==> config.mk <==
export PLATFORM = sky130hd
export DESIGN_NAME = spiclk_gen
export DESIGN_NICKNAME = d
export VERILOG_FILES = /design/src/rtl/spiclk_pkg.sv /design/src/rtl/spiclk_inc_scale.sv /design/src/rtl/spiclk_phase_acc.sv /design/src/rtl/spiclk_edge_gen.sv /design/src/rtl/spiclk_gen.sv
export SDC_FILE = /design/constraint.sdc
export NUM_CORES = 1
export LEC_CHECK = 0
export CORE_ASPECT_RATIO = 2
export CORE_MARGIN = 8
export CORE_UTILIZATION = 35
export DETAILED_ROUTE_END_ITERATION = 7
export DONT_BUFFER_PORTS = 1
export MAX_ROUTING_LAYER = met4
export PLACE_DENSITY = 0.58
export SLEW_MARGIN = 20
export SYNTH_ARGS = -nofsm -noshare
export SYNTH_HDL_FRONTEND = slang
export SYNTH_SLANG_ARGS = --single-unit
export TNS_END_PERCENT = 50
==> constraint.sdc <==
create_clock -name clk -period 4.5 [get_ports clk]
set_clock_uncertainty 0.05 [all_clocks]
set_input_delay 0.45 -clock clk [delete_from_list [all_inputs] [get_ports clk]]
set_output_delay 0.45 -clock clk [all_outputs]
set_load 0.02 [all_outputs]
==> src/rtl/spiclk_pkg.sv <==
package spiclk_pkg;

   // Kind of SCK transition produced in a cycle.
   typedef enum logic [1:0] {
      EDGE_NONE  = 2'd0,
      EDGE_LEAD  = 2'd1,
      EDGE_TRAIL = 2'd2
   } edge_kind_t;

   // Threshold increment above which synchronous capture is too slow.
   function automatic longint unsigned sync_word_limit(
      input longint unsigned ref_hz,
      input longint unsigned max_sync_hz,
      input longint unsigned full_counts
   );
      return (max_sync_hz * full_counts) / ref_hz;
   endfunction

endpackage

==> src/rtl/spiclk_inc_scale.sv <==
module spiclk_inc_scale #(
   parameter int FW_W      = 16,
   parameter int HALF_LOG2 = 10,
   parameter bit ALLOW_2X  = 1'b1
) (
   input  logic [FW_W-1:0]      freq_word,
   input  logic                 dbl_rate,
   output logic [HALF_LOG2:0]   inc_eff,
   output logic                 inc_zero
);
   localparam int          INC_W    = HALF_LOG2 + 1;
   localparam int          SCALED_W = FW_W + 1;
   localparam logic [SCALED_W-1:0] HALF_EXT = SCALED_W'(1) << HALF_LOG2;

   logic [SCALED_W-1:0] scaled;

   generate
      if (ALLOW_2X) begin : g_dbl
         always_comb begin
            if (dbl_rate) scaled = {freq_word, 1'b0};
            else          scaled = {1'b0, freq_word};
         end
      end else begin : g_single
         logic unused_dbl;
         assign unused_dbl = dbl_rate;
         assign scaled     = {1'b0, freq_word};
      end
   endgenerate

   // Saturate to one half period so at most one edge occurs per cycle.
   always_comb begin
      if (scaled > HALF_EXT) inc_eff = HALF_EXT[INC_W-1:0];
      else                   inc_eff = scaled[INC_W-1:0];
   end

   assign inc_zero = (scaled == '0);

   generate
      if (FW_W < HALF_LOG2) begin : g_bad_fw
         $error("spiclk_inc_scale: FW_W must be at least HALF_LOG2");
      end
   endgenerate

endmodule

==> src/rtl/spiclk_phase_acc.sv <==
module spiclk_phase_acc #(
   parameter int HALF_LOG2 = 10
) (
   input  logic               clk,
   input  logic               rst_n,
   input  logic               adv,
   input  logic               clr,
   input  logic [HALF_LOG2:0] inc,
   output logic               carry
);
   localparam int          SUM_W = HALF_LOG2 + 1;
   localparam logic [SUM_W-1:0] HALF = SUM_W'(1) << HALF_LOG2;

   logic [HALF_LOG2-1:0] acc_q;
   logic [SUM_W-1:0]     sum;

   assign sum   = {1'b0, acc_q} + inc;
   assign carry = adv & sum[HALF_LOG2];

   always_ff @(posedge clk or negedge rst_n) begin
      if (!rst_n)   acc_q <= '0;
      else if (clr) acc_q <= '0;
      else if (adv) acc_q <= sum[HALF_LOG2-1:0];
   end

   assert_acc_cleared_R10: assert property (@(posedge clk) disable iff (!rst_n)
      clr |=> (acc_q == '0));

   assert_inc_capped_R4: assert property (@(posedge clk) disable iff (!rst_n)
      inc <= HALF);

   assert_acc_hold_R9: assert property (@(posedge clk) disable iff (!rst_n)
      (!adv && !clr) |=> $stable(acc_q));

   generate
      if (HALF_LOG2 < 2) begin : g_bad_half
         $error("spiclk_phase_acc: HALF_LOG2 must be at least 2");
      end
   endgenerate

endmodule

==> src/rtl/spiclk_edge_gen.sv <==
module spiclk_edge_gen
   import spiclk_pkg::*;
(
   input  logic clk,
   input  logic rst_n,
   input  logic hold_idle,
   input  logic carry,
   input  logic cpol,
   input  logic cpha,
   output logic sck,
   output logic launch_stb,
   output logic latch_stb
);
   logic       phase_q;
   logic       phase_d;
   edge_kind_t kind;
   logic       launch_q;
   logic       latch_q;

   always_comb begin
      phase_d = phase_q;
      kind    = EDGE_NONE;
      if (hold_idle) begin
         phase_d = 1'b0;
      end else if (carry) begin
         phase_d = ~phase_q;
         kind    = phase_q ? EDGE_TRAIL : EDGE_LEAD;
      end
   end

   always_ff @(posedge clk or negedge rst_n) begin
      if (!rst_n) begin
         phase_q  <= 1'b0;
         launch_q <= 1'b0;
         latch_q  <= 1'b0;
      end else begin
         phase_q  <= phase_d;
         launch_q <= (kind == EDGE_LEAD  &&  cpha) || (kind == EDGE_TRAIL && !cpha);
         latch_q  <= (kind == EDGE_LEAD  && !cpha) || (kind == EDGE_TRAIL &&  cpha);
      end
   end

   assign sck        = cpol ^ phase_q;
   assign launch_stb = launch_q;
   assign latch_stb  = latch_q;

   assert_strobe_excl_R8: assert property (@(posedge clk) disable iff (!rst_n)
      !(launch_q && latch_q));

   assert_strobe_on_toggle_R8: assert property (@(posedge clk) disable iff (!rst_n)
      (launch_q || latch_q) |-> (phase_q != $past(phase_q)));

   assert_phase_hold_R9: assert property (@(posedge clk) disable iff (!rst_n)
      (!hold_idle && !carry) |=> ($stable(phase_q) && !launch_q && !latch_q));

endmodule

==> src/rtl/spiclk_gen.sv <==
module spiclk_gen
   import spiclk_pkg::*;
#(
   parameter int FW_W        = 16,
   parameter int HALF_LOG2   = 10,
   parameter bit ALLOW_2X    = 1'b1,
   parameter int REF_HZ      = 200_000_000,
   parameter int SYNC_MAX_HZ = 30_000_000
) (
   input  logic            clk,
   input  logic            rst_n,
   input  logic [FW_W-1:0] freq_word,
   input  logic            dbl_rate,
   input  logic            acc_clr_loop,
   input  logic            cpol,
   input  logic            cpha,
   input  logic            gate_idle,
   input  logic            ss_active,
   input  logic            run,
   output logic            sck,
   output logic            launch_stb,
   output logic            latch_stb,
   output logic            async_capture
);
   localparam int INC_W       = HALF_LOG2 + 1;
   localparam longint unsigned FULL_COUNTS = 64'(1) << (HALF_LOG2 + 1);
   localparam longint unsigned SYNC_WORD =
      sync_word_limit(64'(REF_HZ), 64'(SYNC_MAX_HZ), FULL_COUNTS);

   logic [INC_W-1:0] inc_eff;
   logic             inc_zero;
   logic             frozen;
   logic             adv;
   logic             clr;
   logic             hold_idle;
   logic             carry;

   spiclk_inc_scale #(
      .FW_W      (FW_W),
      .HALF_LOG2 (HALF_LOG2),
      .ALLOW_2X  (ALLOW_2X)
   ) u_scale (
      .freq_word (freq_word),
      .dbl_rate  (dbl_rate),
      .inc_eff   (inc_eff),
      .inc_zero  (inc_zero)
   );

   assign frozen    = gate_idle & ~ss_active;
   assign hold_idle = ~run | inc_zero;
   assign adv       = run & ~inc_zero & ~frozen;
   assign clr       = ~run & acc_clr_loop;

   spiclk_phase_acc #(
      .HALF_LOG2 (HALF_LOG2)
   ) u_acc (
      .clk   (clk),
      .rst_n (rst_n),
      .adv   (adv),
      .clr   (clr),
      .inc   (inc_eff),
      .carry (carry)
   );

   spiclk_edge_gen u_edge (
      .clk        (clk),
      .rst_n      (rst_n),
      .hold_idle  (hold_idle),
      .carry      (carry),
      .cpol       (cpol),
      .cpha       (cpha),
      .sck        (sck),
      .launch_stb (launch_stb),
      .latch_stb  (latch_stb)
   );

   assign async_capture = (64'(inc_eff) > SYNC_WORD);

   assert_stop_idle_R10: assert property (@(posedge clk) disable iff (!rst_n)
      !run |=> (sck == cpol && !launch_stb && !latch_stb));

   assert_zero_quiet_R5: assert property (@(posedge clk) disable iff (!rst_n)
      (run && freq_word == '0) |=> (sck == cpol && !launch_stb && !latch_stb));

   assert_gate_quiet_R9: assert property (@(posedge clk) disable iff (!rst_n)
      (run && gate_idle && !ss_active) |=> (!launch_stb && !latch_stb));

   always_comb begin
      if (!rst_n) assert_reset_idle_R1: assert (!launch_stb && !latch_stb);
   end

   generate
      if (FW_W < 2) begin : g_bad_fw
         $error("spiclk_gen: FW_W too small");
      end
      if (REF_HZ <= 0 || SYNC_MAX_HZ <= 0) begin : g_bad_hz
         $error("spiclk_gen: frequencies must be positive");
      end
   endgenerate

endmodule

* Word level (Yosys, flattened, before mapping) *
Index checks and enable logic that the tools add are counted.

word-level totals
  flip-flop bits (word level) = 13
  bits in latches = 0
  RAM bits = 0
  ROM bits = 0
  bits of input ports = 25
  word-level logic and storage cells = 40
  memories kept = 0

cells by class
  add/sub/neg operators = 1
  multipliers = 0
  div/mod/pow operators = 0
  order comparisons = 2
  equal/unequal tests = 2
  shift-type cells = 0
  mux-type cells = 9
  bitwise operators = 12
  reductions and logical operators = 10

operators by type and width
  kind                  count
  $mux 10               2
  $gt 17x11->1 const B  1
  $logic_not 17->1      1
  $mux 17               1
  $add 10x11->11        1
  $gt 11x9->1 const B   1
  $mux 11               1
  $mux 2                3
  $and 1x1->1           5
  $not 1->1             5
  $logic_and 1x1->1     4
  $reduce_bool 2->1     2
  $eq 2x1->1 const B    1
  $eq 2x2->1 const B    1
  $logic_or 1x1->1      2
  $mux 1                2
  $logic_not 1->1       1
  $or 1x1->1            1
  $xor 1x1->1           1

* Logic depth before layout (Yosys ltp) *
Gate-level depths: netlist (run 1).

  word-level depth = 11
  depth in mapped cells = 15
  gate-level depth less buffers = 13

* By module *
From an unflattened synthesis (run 1), not the netlist that was laid out.

unflattened totals
  cells, all modules = 155
  area total of the unflattened synthesis = 1343.8 µm²

modules (own cells, without submodules)
  module            instances  cells each  area each (µm²)  sequential area each (µm²)
  spiclk_phase_acc  1          100         894.6            250.2
  spiclk_inc_scale  1          38          277.8            0.0
  spiclk_edge_gen   1          9           126.4            75.1
  spiclk_gen        1          8           45.0             0.0

* Least setup slack after synthesis (run 1) *
No wires, ideal clock.

  kind = input -> register
  start point = in freq_word[14]
  end point = reg u_edge.latch_q, in the netlist u_edge.latch_stb
  setup time = 88 ps
  arrival = 3362 ps
  data required time = 4362 ps
  setup slack = 1000 ps
  cell stages on the path = 12
  path buffers = 1
  cell sequence = or4_4 > a211o_1 > o31a_1 > buf_6 > a21oi_1 > ha_1 > a21o_1 > o2111ai_1 > a21oi_1 > a2111oi_0 > xnor2_1 > nor3b_1

between the ends
  longest elaborated chain between the ends = 11

ends and longest elaborated chain
  what                                                  RTL line                source
  start, declared                                       spiclk_gen.sv:12        input logic [FW_W-1:0] freq_word,
  $mux 17 *                                             spiclk_inc_scale.sv:20  if (dbl_rate) scaled = {freq_word, 1'b0};
  branches (longest 6 deep; another with $gt 17x11->1)  -
  $mux 2 *                                              spiclk_edge_gen.sv:23   if (hold_idle) begin
  $eq 2x1->1 / $eq 2x2->1 (equally long branches)       spiclk_edge_gen.sv:39   latch_q <= (kind == EDGE_LEAD && !cpha) || (kind == EDGE_TRAIL && cpha);
  $logic_and 1x1->1                                     spiclk_edge_gen.sv:39
  $logic_or 1x1->1 *                                    spiclk_edge_gen.sv:39
  end signal, assigned                                  spiclk_edge_gen.sv:39
  end, declared                                         spiclk_edge_gen.sv:18   logic latch_q;

Every way passes the cells marked *.
A chain may end at the register's enable or synchronous reset.

* Final worst setup path (run 1) *
Same ends and word-level chain as after synthesis.

==> results of run 1 <==
[cell usage in the layout (no fill, tap or decap), drive strengths merged, types with 3 or more instances in the layout]
master / Yosys / routed
nor3b: 5 / 5
a21o: 5 / 5
mux2i: 8 / 8
nand2: 8 / 8
dfrtp: 13 / 13
nor4: 5 / 5
a21oi: 6 / 6
o21ai: 11 / 11
inv: 9 / 9
xor2: 4 / 4
nor2: 15 / 15
nand2b: 3 / 3
xnor2: 5 / 5
nand3: 14 / 14
a31oi: 3 / 3
ha: 9 / 9
clkbuf: 1 / 4
nor3: 3 / 3
[per-stage QoR]
stage	worst slack [ns]	utilization	std cells
after detailed placement	0.682	0.366	207
after global placement	0.763	0.366	207
final	0.964	0.381	212
after global routing	0.763	0.381	212
after CTS	0.927	0.381	212
after floorplan	1.00	-	162
[critical path, stage by stage]
cell	delay (ns)
or4_4	0.54
a211o_1	0.29
o31a_1	0.45
a21oi_1	0.18
ha_1	0.28
a21o_1	0.22
o2111ai_1	0.22
a21oi_1	0.12
a2111oi_0	0.51
xnor2_1	0.16
nor3b_1	0.23
[power breakdown]
group          total (µW)  leakage, µW  internal, µW  switching [µW]
sequential            135     0.000177           126            9.13
clock                 109    0.0000228          62.7            46.6
combinational        67.0     0.000440          26.0            41.1
total                 311     0.000639           214            96.9
[per-layer routing]
metal,share of wire,track usage,vias up
li1,-,-,606
met1,0.34,0.119,600
met5,0,-,-
met2,0.61,0.243,27
met3,0.021,0.0124,8
met4,0.028,0.0499,0
[sequential cells by signal, summed over array words and instances (netlist names)]
name               cells
u_acc.acc_q           10
u_edge.launch_stb      1
u_edge.latch_stb       1
u_edge.phase_q         1
[cells by family (layout without fill, tap and decap cells)]
kind of cell | count (synthesis) | count (layout) | synth area share
compound gates | 44 | 44 | 0.250
xor+xnor | 9 | 9 | 0.0578
fa+ha+maj | 11 | 11 | 0.105
buf+inv | 16 | 15 | 0.0551
flops | 13 | 13 | 0.239
mux | 9 | 9 | 0.0670
simple gates | 60 | 60 | 0.227
[worst max-delay path by stage]
| stage | slack [ns] | depth (start not counted) | from | end |
|---|---|---|---|---|
| floorplan | 1.0 | 12 | freq_word[14] | u_edge.latch_stb |
| global placement | 0.76 | 11 | freq_word[14] | u_edge.latch_stb |
| detailed placement | 0.68 | 11 | freq_word[14] | u_edge.latch_stb |
| CTS | 0.93 | 11 | freq_word[14] | u_edge.latch_stb |
| global route | 0.76 | 11 | freq_word[14] | u_edge.latch_stb |
| finish | 0.96 | 11 | freq_word[14] | u_edge.latch_stb |
[timing repair]
action                                 4_1_cts  5_1_grt
hold buffers                                 1        0
endpoints found under the hold margin       13        0
setup endpoints to repair                    0        0
[layout make-up]
class / instances / area [µm²]
inverter: 9 / 33.8
timing repair buffer: 2 / 17.5
fill: 391 / 2360
multi-input combinational: 133 / 962
tap: 51 / 63.8
sequential: 13 / 325
clock buffer: 4 / 45.0
==> results.py, run 1 <==
metrics = {
    "sta": {
        "fmax_mhz": 283,
        "min_period_ns": 3.54,
        "setup_viol_count_final": 0,
        "rsz0062_at_grt": "no",
        "slew_headroom": 0.409,
        "total_negative_slack_for_setup_checks_ns": 0,
        "period_share": 0.786,
        "worst_slew_pin_slew_ns": 0.887,
        "timing.final.hold_violations": 0,
        "slew_violations": 0,
        "fin_worst_hold_slack_ns": 0.359,
    },
    "routing": {
        "route.detailed.wl_per_inst_um": 17.7,
        "via_count": 1241,
        "detail-route-antenna-nets": 0,
        "drt-vias-per-instance": 5.85,
        "drc": 0,
        "dr.first_iter.drc_count": 30,
        "wl_um": 3740,
        "detailedRoute.firstPassIterationCount": 5,
    },
    "synthesis": {
        "synth_top_area_cell": "dfrtp_1",
        "synth_edf_count": 0,
        "synth_seq_area_share": 0.239,
        "syn_nets": 197,
        "synth_common_cells": "15 x nor2_1, 14 x nand3_1, 13 x dfrtp_1",
        "synthMostInstantiatedCell": "nor2_1",
        "synth_area_per_cell_um2": 8.41,
        "ys_async_sr_fraction": 1.00,
        "dominantRegCellSynth": "dfrtp_1",
        "synth_area_um2": 1360,
        "flip_flop_and_latch_count_after_synthesis": 13,
        "netlist.area_leader.share": 0.239,
        "top_post_synthesis_cells_by_area": "dfrtp_1 24%, ha_1 8.3%, mux2i_1 5.9%",
        "postSynthCellCount": 162,
        "distinct_cells_synth": 47,
        "yosys_warnings": 0,
    },
    "clock_network": {
        "cts-htree-levels": 1,
        "clock_tree.root_cell": "clkbuf_8",
        "clock-sinks": 13,
        "clkLatencyLatePin_ns": 0.25,
        "clock_slew_at_reported_path_ffs_ns": 0.06,
        "clockBufferDepth": 2,
        "ctsResizeCount": 0,
        "cts_setup_buffers": 0,
        "cts_buffers": 3,
        "cts_tree": "done",
    },
    "critical_path": {
        "critPathCaptureType": "flip-flop",
        "criticalPathCategory": "in -> reg",
        "cp_max_fo": 10,
        "rr_startpoint": "u_acc.acc_q[0]",
        "cp.required_ns": 4.60,
        "worst-r2r-setup-slack_ns": 2.01,
        "timing.reg2reg.worst_path_depth": 10,
        "worstSetupStartpointType": "primary input",
        "worstReg2RegEnd": "u_edge.latch_stb",
        "worst-endpoint-arrival_ns": 3.64,
    },
    "floorplanning": {
        "design.portCount": 29,
        "num_rows": 32,
        "start_util": 0.358,
        "die_x_um": 60.1,
        "die_area_um2": 6270,
        "coreArea_um2": 3800,
        "die_h_um": 104,
    },
    "hold_path": {
        "number_of_instances_on_the_worst_hold_path": 2,
        "hold_end": "u_edge.launch_stb",
        "min-delay-start": "cpha",
        "worst_hold_path_type": "in -> reg",
    },
    "place": {
        "gpl.final_weighted_congestion": 0.889,
        "port_buffers": 0,
        "detailedPlacementHpwl_um": 3020,
        "place_area_um2": 1390,
    },
    "grt": {
        "grt_pass1_wl_um": 6090,
        "grt-ovfl-total": 0,
        "grtUsageTotal": 0.128,
        "grt_max_degree": 32,
        "first_global_vias": 1291,
        "antenna_found_initial": 0,
    },
    "finish": {
        "fin_area_um2": 1450,
        "area_delta_synth_final_pct": 6.24,
        "final_net_count": 197,
        "antenna-diode-count": 0,
        "drive_gt1_frac": 0.0559,
    },
    "power_and_ir_drop": {
        "power.leakage_uw": 0.000639,
        "pwr_density_cell_nw_per_um2": 215,
        "vdd_ir_drop_max_uv": 139,
        "totalPowerFinal_uw": 311,
    },
    "flow_run": {
        "timing.max_cap.violations": 0,
    },
    "status": {
        "outcome": "finished clean",
    },
}
Power figures use the tool's default switching activity.
==> inputs of run 2 (changes only) <==
- PLACE_DENSITY: 0.58 -> 0.6
- clock period: 4.5 -> 3.1 ns (I/O delays scaled with it)
==> results.py, run 2 (synthesized netlist as in run 1, its figures left out) <==
metrics = {
    "grt": {
        "met2_usage": 0.244,
        "grt_use_met1": 0.126,
        "grt_pass1_wl_um": 6500,
        "gr-usage-met3": 0.0198,
        "grt-ovfl-total": 0,
        "grtUsageTotal": 0.137,
        "busiest_layer": "met2",
        "grt_max_degree": 23,
        "first_global_vias": 1434,
        "antenna_found_initial": 0,
    },
    "routing": {
        "detail-route-antenna-nets": 0,
        "drc": 0,
        "drt-vias-per-instance": 5.71,
        "via_count": 1337,
        "wl_um": 3920,
        "detailedRoute.firstPassIterationCount": 4,
        "dr.first_iter.drc_count": 39,
        "route.detailed.wl_per_inst_um": 16.7,
    },
    "sta": {
        "period_share": 0.963,
        "slew_violations": 0,
        "timing.final.hold_violations": 0,
        "setup_viol_count_final": 0,
        "fin_worst_hold_slack_ns": 0.262,
        "rsz0062_at_grt": "yes",
        "fmax_mhz": 335,
        "min_period_ns": 2.99,
        "total_negative_slack_for_setup_checks_ns": 0,
        "worst_slew_pin_slew_ns": 0.645,
        "slew_headroom": 0.569,
    },
    "place": {
        "place_area_um2": 1580,
        "placedCellCount": 228,
        "port_buffers": 0,
        "detailedPlacementHpwl_um": 3300,
        "gpl.final_weighted_congestion": 0.856,
    },
    "clock_network": {
        "cts-htree-levels": 1,
        "clock_slew_at_reported_path_ffs_ns": 0.06,
        "cts_tree": "done",
        "clock_tree.root_cell": "clkbuf_8",
        "clock-sinks": 13,
        "clockBufferDepth": 2,
        "clkLatencyLatePin_ns": 0.25,
        "cts_buffers": 3,
    },
    "finish": {
        "layout_commonest_cell": "buf_4",
        "final_net_count": 219,
        "area_delta_synth_final_pct": 23.2,
        "drive_gt1_frac": 0.235,
        "top_library_cells_by_usage_in_the_layout_fill_and_taps_aside": "23 x buf_4, 14 x nand3_1, 13 x dfrtp_1",
        "largest_register_ff_count": 10,
        "antenna-diode-count": 0,
        "stdcell_count": 234,
        "registers.top_by_ff_count": "u_acc.acc_q",
        "fillers": 391,
        "fin_area_um2": 1680,
    },
    "critical_path": {
        "critPathCaptureType": "flip-flop",
        "cp.required_ns": 3.21,
        "timing.reg2reg.worst_path_depth": 10,
        "criticalPathCategory": "in -> reg",
        "worst-endpoint-arrival_ns": 3.10,
        "worstSetupStartpointType": "primary input",
        "cp_max_fo": 6,
    },
    "floorplanning": {
        "design.portCount": 29,
        "die_h_um": 104,
        "coreArea_um2": 3800,
        "die_area_um2": 6270,
        "die_x_um": 60.1,
        "num_rows": 32,
        "start_util": 0.358,
    },
    "power_and_ir_drop": {
        "totalPowerFinal_uw": 473,
        "vdd_ir_drop_max_uv": 143,
        "pwr_density_cell_nw_per_um2": 282,
        "power.leakage_uw": 0.000768,
    },
    "hold_path": {
        "number_of_instances_on_the_worst_hold_path": 2,
        "worst_hold_path_type": "in -> reg",
    },
    "status": {
        "outcome": "finished clean",
    },
    "flow_run": {
        "timing.max_cap.violations": 0,
    },
}
[run 2: area by class of cell]
| cell class | instances | area [µm²] | area share |
|---|---|---|---|
| clock buffers | 3 | 41.3 | 0.0246 |
| clock inverters | 1 | 5.00 | 0.00298 |
| inverters | 9 | 33.8 | 0.0201 |
| multi-input cells | 133 | 1030 | 0.612 |
| flip-flops and latches | 13 | 325 | 0.194 |
| well taps | 51 | 63.8 | 0.0380 |
| repair buffers | 24 | 183 | 0.109 |
[run 2: power by group]
part	leakage [µW]	switching (µW)	internal [µW]	total, µW
logic	0.000566	68.0	50.7	119
clock network	0.0000255	70.3	89.1	159
registers	0.000177	12.5	182	195
[run 2: stage by stage]
step	utilization	worst slack, ns
CTS	0.438	0.00561
global route	0.441	-0.0108
finish	0.441	0.114
detailed placement	0.415	-0.282
global placement	0.415	-0.194
floorplan	-	0.0113
[run 2: critical path: stages]
cell	delay, ns
or4_4	0.54
a211o_1	0.26
o31a_1	0.35
buf_4	0.20
nor2_1	0.15
ha_1	0.26
and2_1	0.20
nand3_1	0.14
a21oi_2	0.09
a2111oi_4	0.26
xnor2_2	0.14
nor3b_1	0.19
[run 2: per-layer routing]
metal,part of all wire,vias up
met5,0,-
met4,0.058,0
met2,0.57,43
met3,0.036,19
li1,-,649
met1,0.33,626
[run 2: timing repair]
item / CTS / global route
setup buffers: 1 / 0
gates resized for setup: 4 / 2
endpoints found under the hold margin: 13 / 0
endpoints found under the setup margin: 2 / 6
pin swaps: 4 / 4
hold buffers: 1 / 0
[run 2: worst paths after layout]
path	slack, ns	end	start
worst max-delay path	0.11	u_edge.latch_stb	freq_word[11]
max in group asynchronous	2.11	u_acc.acc_q[1]	rst_n
worst min register to register	0.48	u_acc.acc_q[2]	u_acc.acc_q[2]
worst min-delay path	0.26	u_edge.launch_stb	cpha
min in group asynchronous	0.47	u_edge.latch_stb	rst_n
worst max register to register	0.93	u_edge.latch_stb	u_acc.acc_q[0]
==> inputs of run 3 (changes only) <==
- ABC_AREA: not set -> 1
- SYNTH_HIERARCHICAL: not set -> 1
==> results.py, run 3 <==
metrics = {
    "routing": {
        "dr.first_iter.drc_count": 24,
        "via_count": 1399,
        "wl_um": 3480,
        "detail-route-antenna-nets": 0,
        "detailedRoute.firstPassIterationCount": 4,
        "drt-vias-per-instance": 4.69,
        "drc": 0,
        "route.detailed.wl_per_inst_um": 11.7,
    },
    "grt": {
        "grt-ovfl-total": 0,
        "grt_use_met1": 0.139,
        "busiest_layer": "met2",
        "antenna_found_initial": 0,
        "gr-usage-met3": 0.0169,
        "grt_max_degree": 14,
        "met2_usage": 0.211,
        "grt_pass1_wl_um": 6090,
        "grtUsageTotal": 0.122,
        "first_global_vias": 1348,
    },
    "floorplanning": {
        "coreArea_um2": 4010,
        "start_util": 0.354,
        "num_rows": 33,
        "die_area_um2": 6470,
        "design.portCount": 29,
        "die_h_um": 106,
        "die_x_um": 61.0,
    },
    "finish": {
        "layout_commonest_cell": "nand2_1",
        "largest_register_ff_count": 10,
        "top_library_cells_by_usage_in_the_layout_fill_and_taps_aside": "105 x nand2_1, 35 x inv_1, 24 x nor2_1",
        "fillers": 469,
        "antenna-diode-count": 0,
        "area_delta_synth_final_pct": 6.61,
        "final_net_count": 283,
        "stdcell_count": 298,
        "drive_gt1_frac": 0.0325,
        "registers.top_by_ff_count": "u_acc/acc_q",
    },
    "sta": {
        "min_period_ns": 2.76,
        "slew_headroom": 0.544,
        "period_share": 0.891,
        "slew_violations": 0,
        "fmax_mhz": 362,
        "setup_viol_count_final": 0,
        "rsz0062_at_grt": "no",
        "worst_slew_pin_slew_ns": 0.682,
        "timing.final.hold_violations": 0,
        "total_negative_slack_for_setup_checks_ns": 0,
    },
    "clock_network": {
        "clock_slew_at_reported_path_ffs_ns": 0.06,
        "clkLatencyLatePin_ns": 0.25,
        "clock-sinks": 13,
        "clock_tree.root_cell": "clkbuf_8",
        "cts-htree-levels": 1,
        "cts_tree": "done",
        "cts_buffers": 3,
        "clockBufferDepth": 2,
    },
    "synthesis": {
        "distinct_cells_synth": 23,
        "ys_async_sr_fraction": 1.00,
        "synth_area_um2": 1420,
        "yosys_warnings": 6,
        "synth_top_area_cell": "nand2_1",
        "dominantRegCellSynth": "dfrtp_1",
        "flip_flop_and_latch_count_after_synthesis": 13,
        "netlist.area_leader.share": 0.278,
        "synth_seq_area_share": 0.229,
        "top_post_synthesis_cells_by_area": "nand2_1 28%, dfrtp_1 23%, inv_1 9.3%",
        "synth_edf_count": 0,
        "synthMostInstantiatedCell": "nand2_1",
        "postSynthCellCount": 244,
        "synth_common_cells": "105 x nand2_1, 35 x inv_1, 24 x nor2_1, 15 x a21oi_1, 15 x nand3_1",
        "syn_nets": 280,
        "synth_area_per_cell_um2": 5.82,
    },
    "critical_path": {
        "critical_path_buf_inv_count": 3,
        "crit_end": "u_edge/latch_stb",
        "worstReg2RegEnd": "u_edge/latch_stb",
        "critical_path.max_stage_delay_ns": 0.41,
        "cp.required_ns": 3.24,
        "rr_startpoint": "u_acc/acc_q[0]",
        "worst_path_most_repeated_cell": "nand2_1",
        "crit_slowest_cell": "fa_1",
        "timing.reg2reg.worst_path_depth": 12,
        "worstSetupStartpointType": "primary input",
        "criticalPathCategory": "in -> reg",
        "crit_family": "simple AND/OR/NAND/NOR gates",
        "worst-r2r-setup-slack_ns": 1.17,
        "path_depth": 19,
        "cp_max_fo": 12,
        "critPathCaptureType": "flip-flop",
        "setup.worst_path.start": "dbl_rate",
        "worst_path_cell_chain": "inv_1, nand2_1, nand2_1, nand2_1, nor2_1, nand3_1, a21oi_1, ha_1, inv_1, fa_1, inv_1, nand3_1, nand3_1, nor2_1, nor2_1, nand2_1, nor2_2, nand2_1, nand2_1",
        "worst-endpoint-arrival_ns": 2.90,
    },
    "power_and_ir_drop": {
        "power.leakage_uw": 0.000882,
        "pwr_density_cell_nw_per_um2": 266,
        "vdd_ir_drop_max_uv": 219,
    },
    "place": {
        "gpl.final_weighted_congestion": 0.835,
        "detailedPlacementHpwl_um": 2900,
        "placedCellCount": 293,
        "port_buffers": 0,
    },
    "status": {
        "outcome": "finished clean",
    },
    "hold_path": {
        "worst_hold_path_type": "in -> reg",
    },
    "flow_run": {
        "timing.max_cap.violations": 0,
    },
}
==> run 3: changes by cell type in the layout (fill, tap and decap cells not counted), sizes merged, moves of 8 or more <==
cell,previous run,this run
nand2,8,105
mux2i,8,0
a21oi,6,15
inv,9,35
buf,23,1
nor2,15,27
==> run 3: logic make-up after synthesis <==
logic type | Yosys count | synth area share
AND/OR/NAND/NOR | 154 | 0.442
buffers and inverters | 39 | 0.116
AO/OA/AOI/OAI | 23 | 0.0855
adder cells (fa/ha/maj) | 11 | 0.102
flip-flops | 13 | 0.229
XOR/XNOR | 4 | 0.0247
==> run 3: routing by layer <==
layer  routed length (µm)  part of all wire  up-vias
li1                     -                 -      762
met1                 1460              0.42      612
met2                 1890              0.54       21
met3                   94             0.027        4
met4                   35             0.010        0
met5                    0                 0        -
==> run 3: through the flow <==
step	util	hold slack [ns]	cell area (µm²)	setup slack [ns]	total power, µW
after floorplan	-	-0.0356	1420	0.656	235
after global placement	0.364	-0.0352	1460	0.185	244
after detailed placement	0.364	-0.0351	1460	0.123	245
after CTS	0.378	0.134	1510	0.381	409
after global routing	0.378	0.136	1510	0.0200	424
final	0.378	0.146	1510	0.336	402
==> run 3: how the worst min path moves through the flow <==
stage                     cells past startpoint   from                to
after floorplan                               0  rst_n    u_acc/acc_q[0]
after global placement                        0  rst_n    u_acc/acc_q[9]
after detailed placement                      0  rst_n    u_acc/acc_q[9]
after CTS                                     2   cpha  u_edge/latch_stb
after global routing                          2   cpha  u_edge/latch_stb
final                                         2   cpha  u_edge/latch_stb
==> run 3: cell type report <==
class                           instances  area [µm²]  area share
Inverter                               35         131      0.0868
Multi-Input combinational cell        192         928       0.614
Sequential cell                        13         325       0.215
Clock buffer                            4        45.0      0.0298
Tap cell                               52        65.1      0.0430
Timing Repair Buffer                    2        17.5      0.0116
==> run 3: timing repair <==
item	CTS	global route
buffers inserted	0	0
gates resized for setup	0	0
hold buffers	1	0
endpoints found under the hold margin	13	0
==> run 3: where the power goes <==
group / internal, µW / total [µW] / switching, µW
clock network: 91.0 / 156 / 64.9
registers: 175 / 181 / 6.50
logic: 19.5 / 64.5 / 45.0
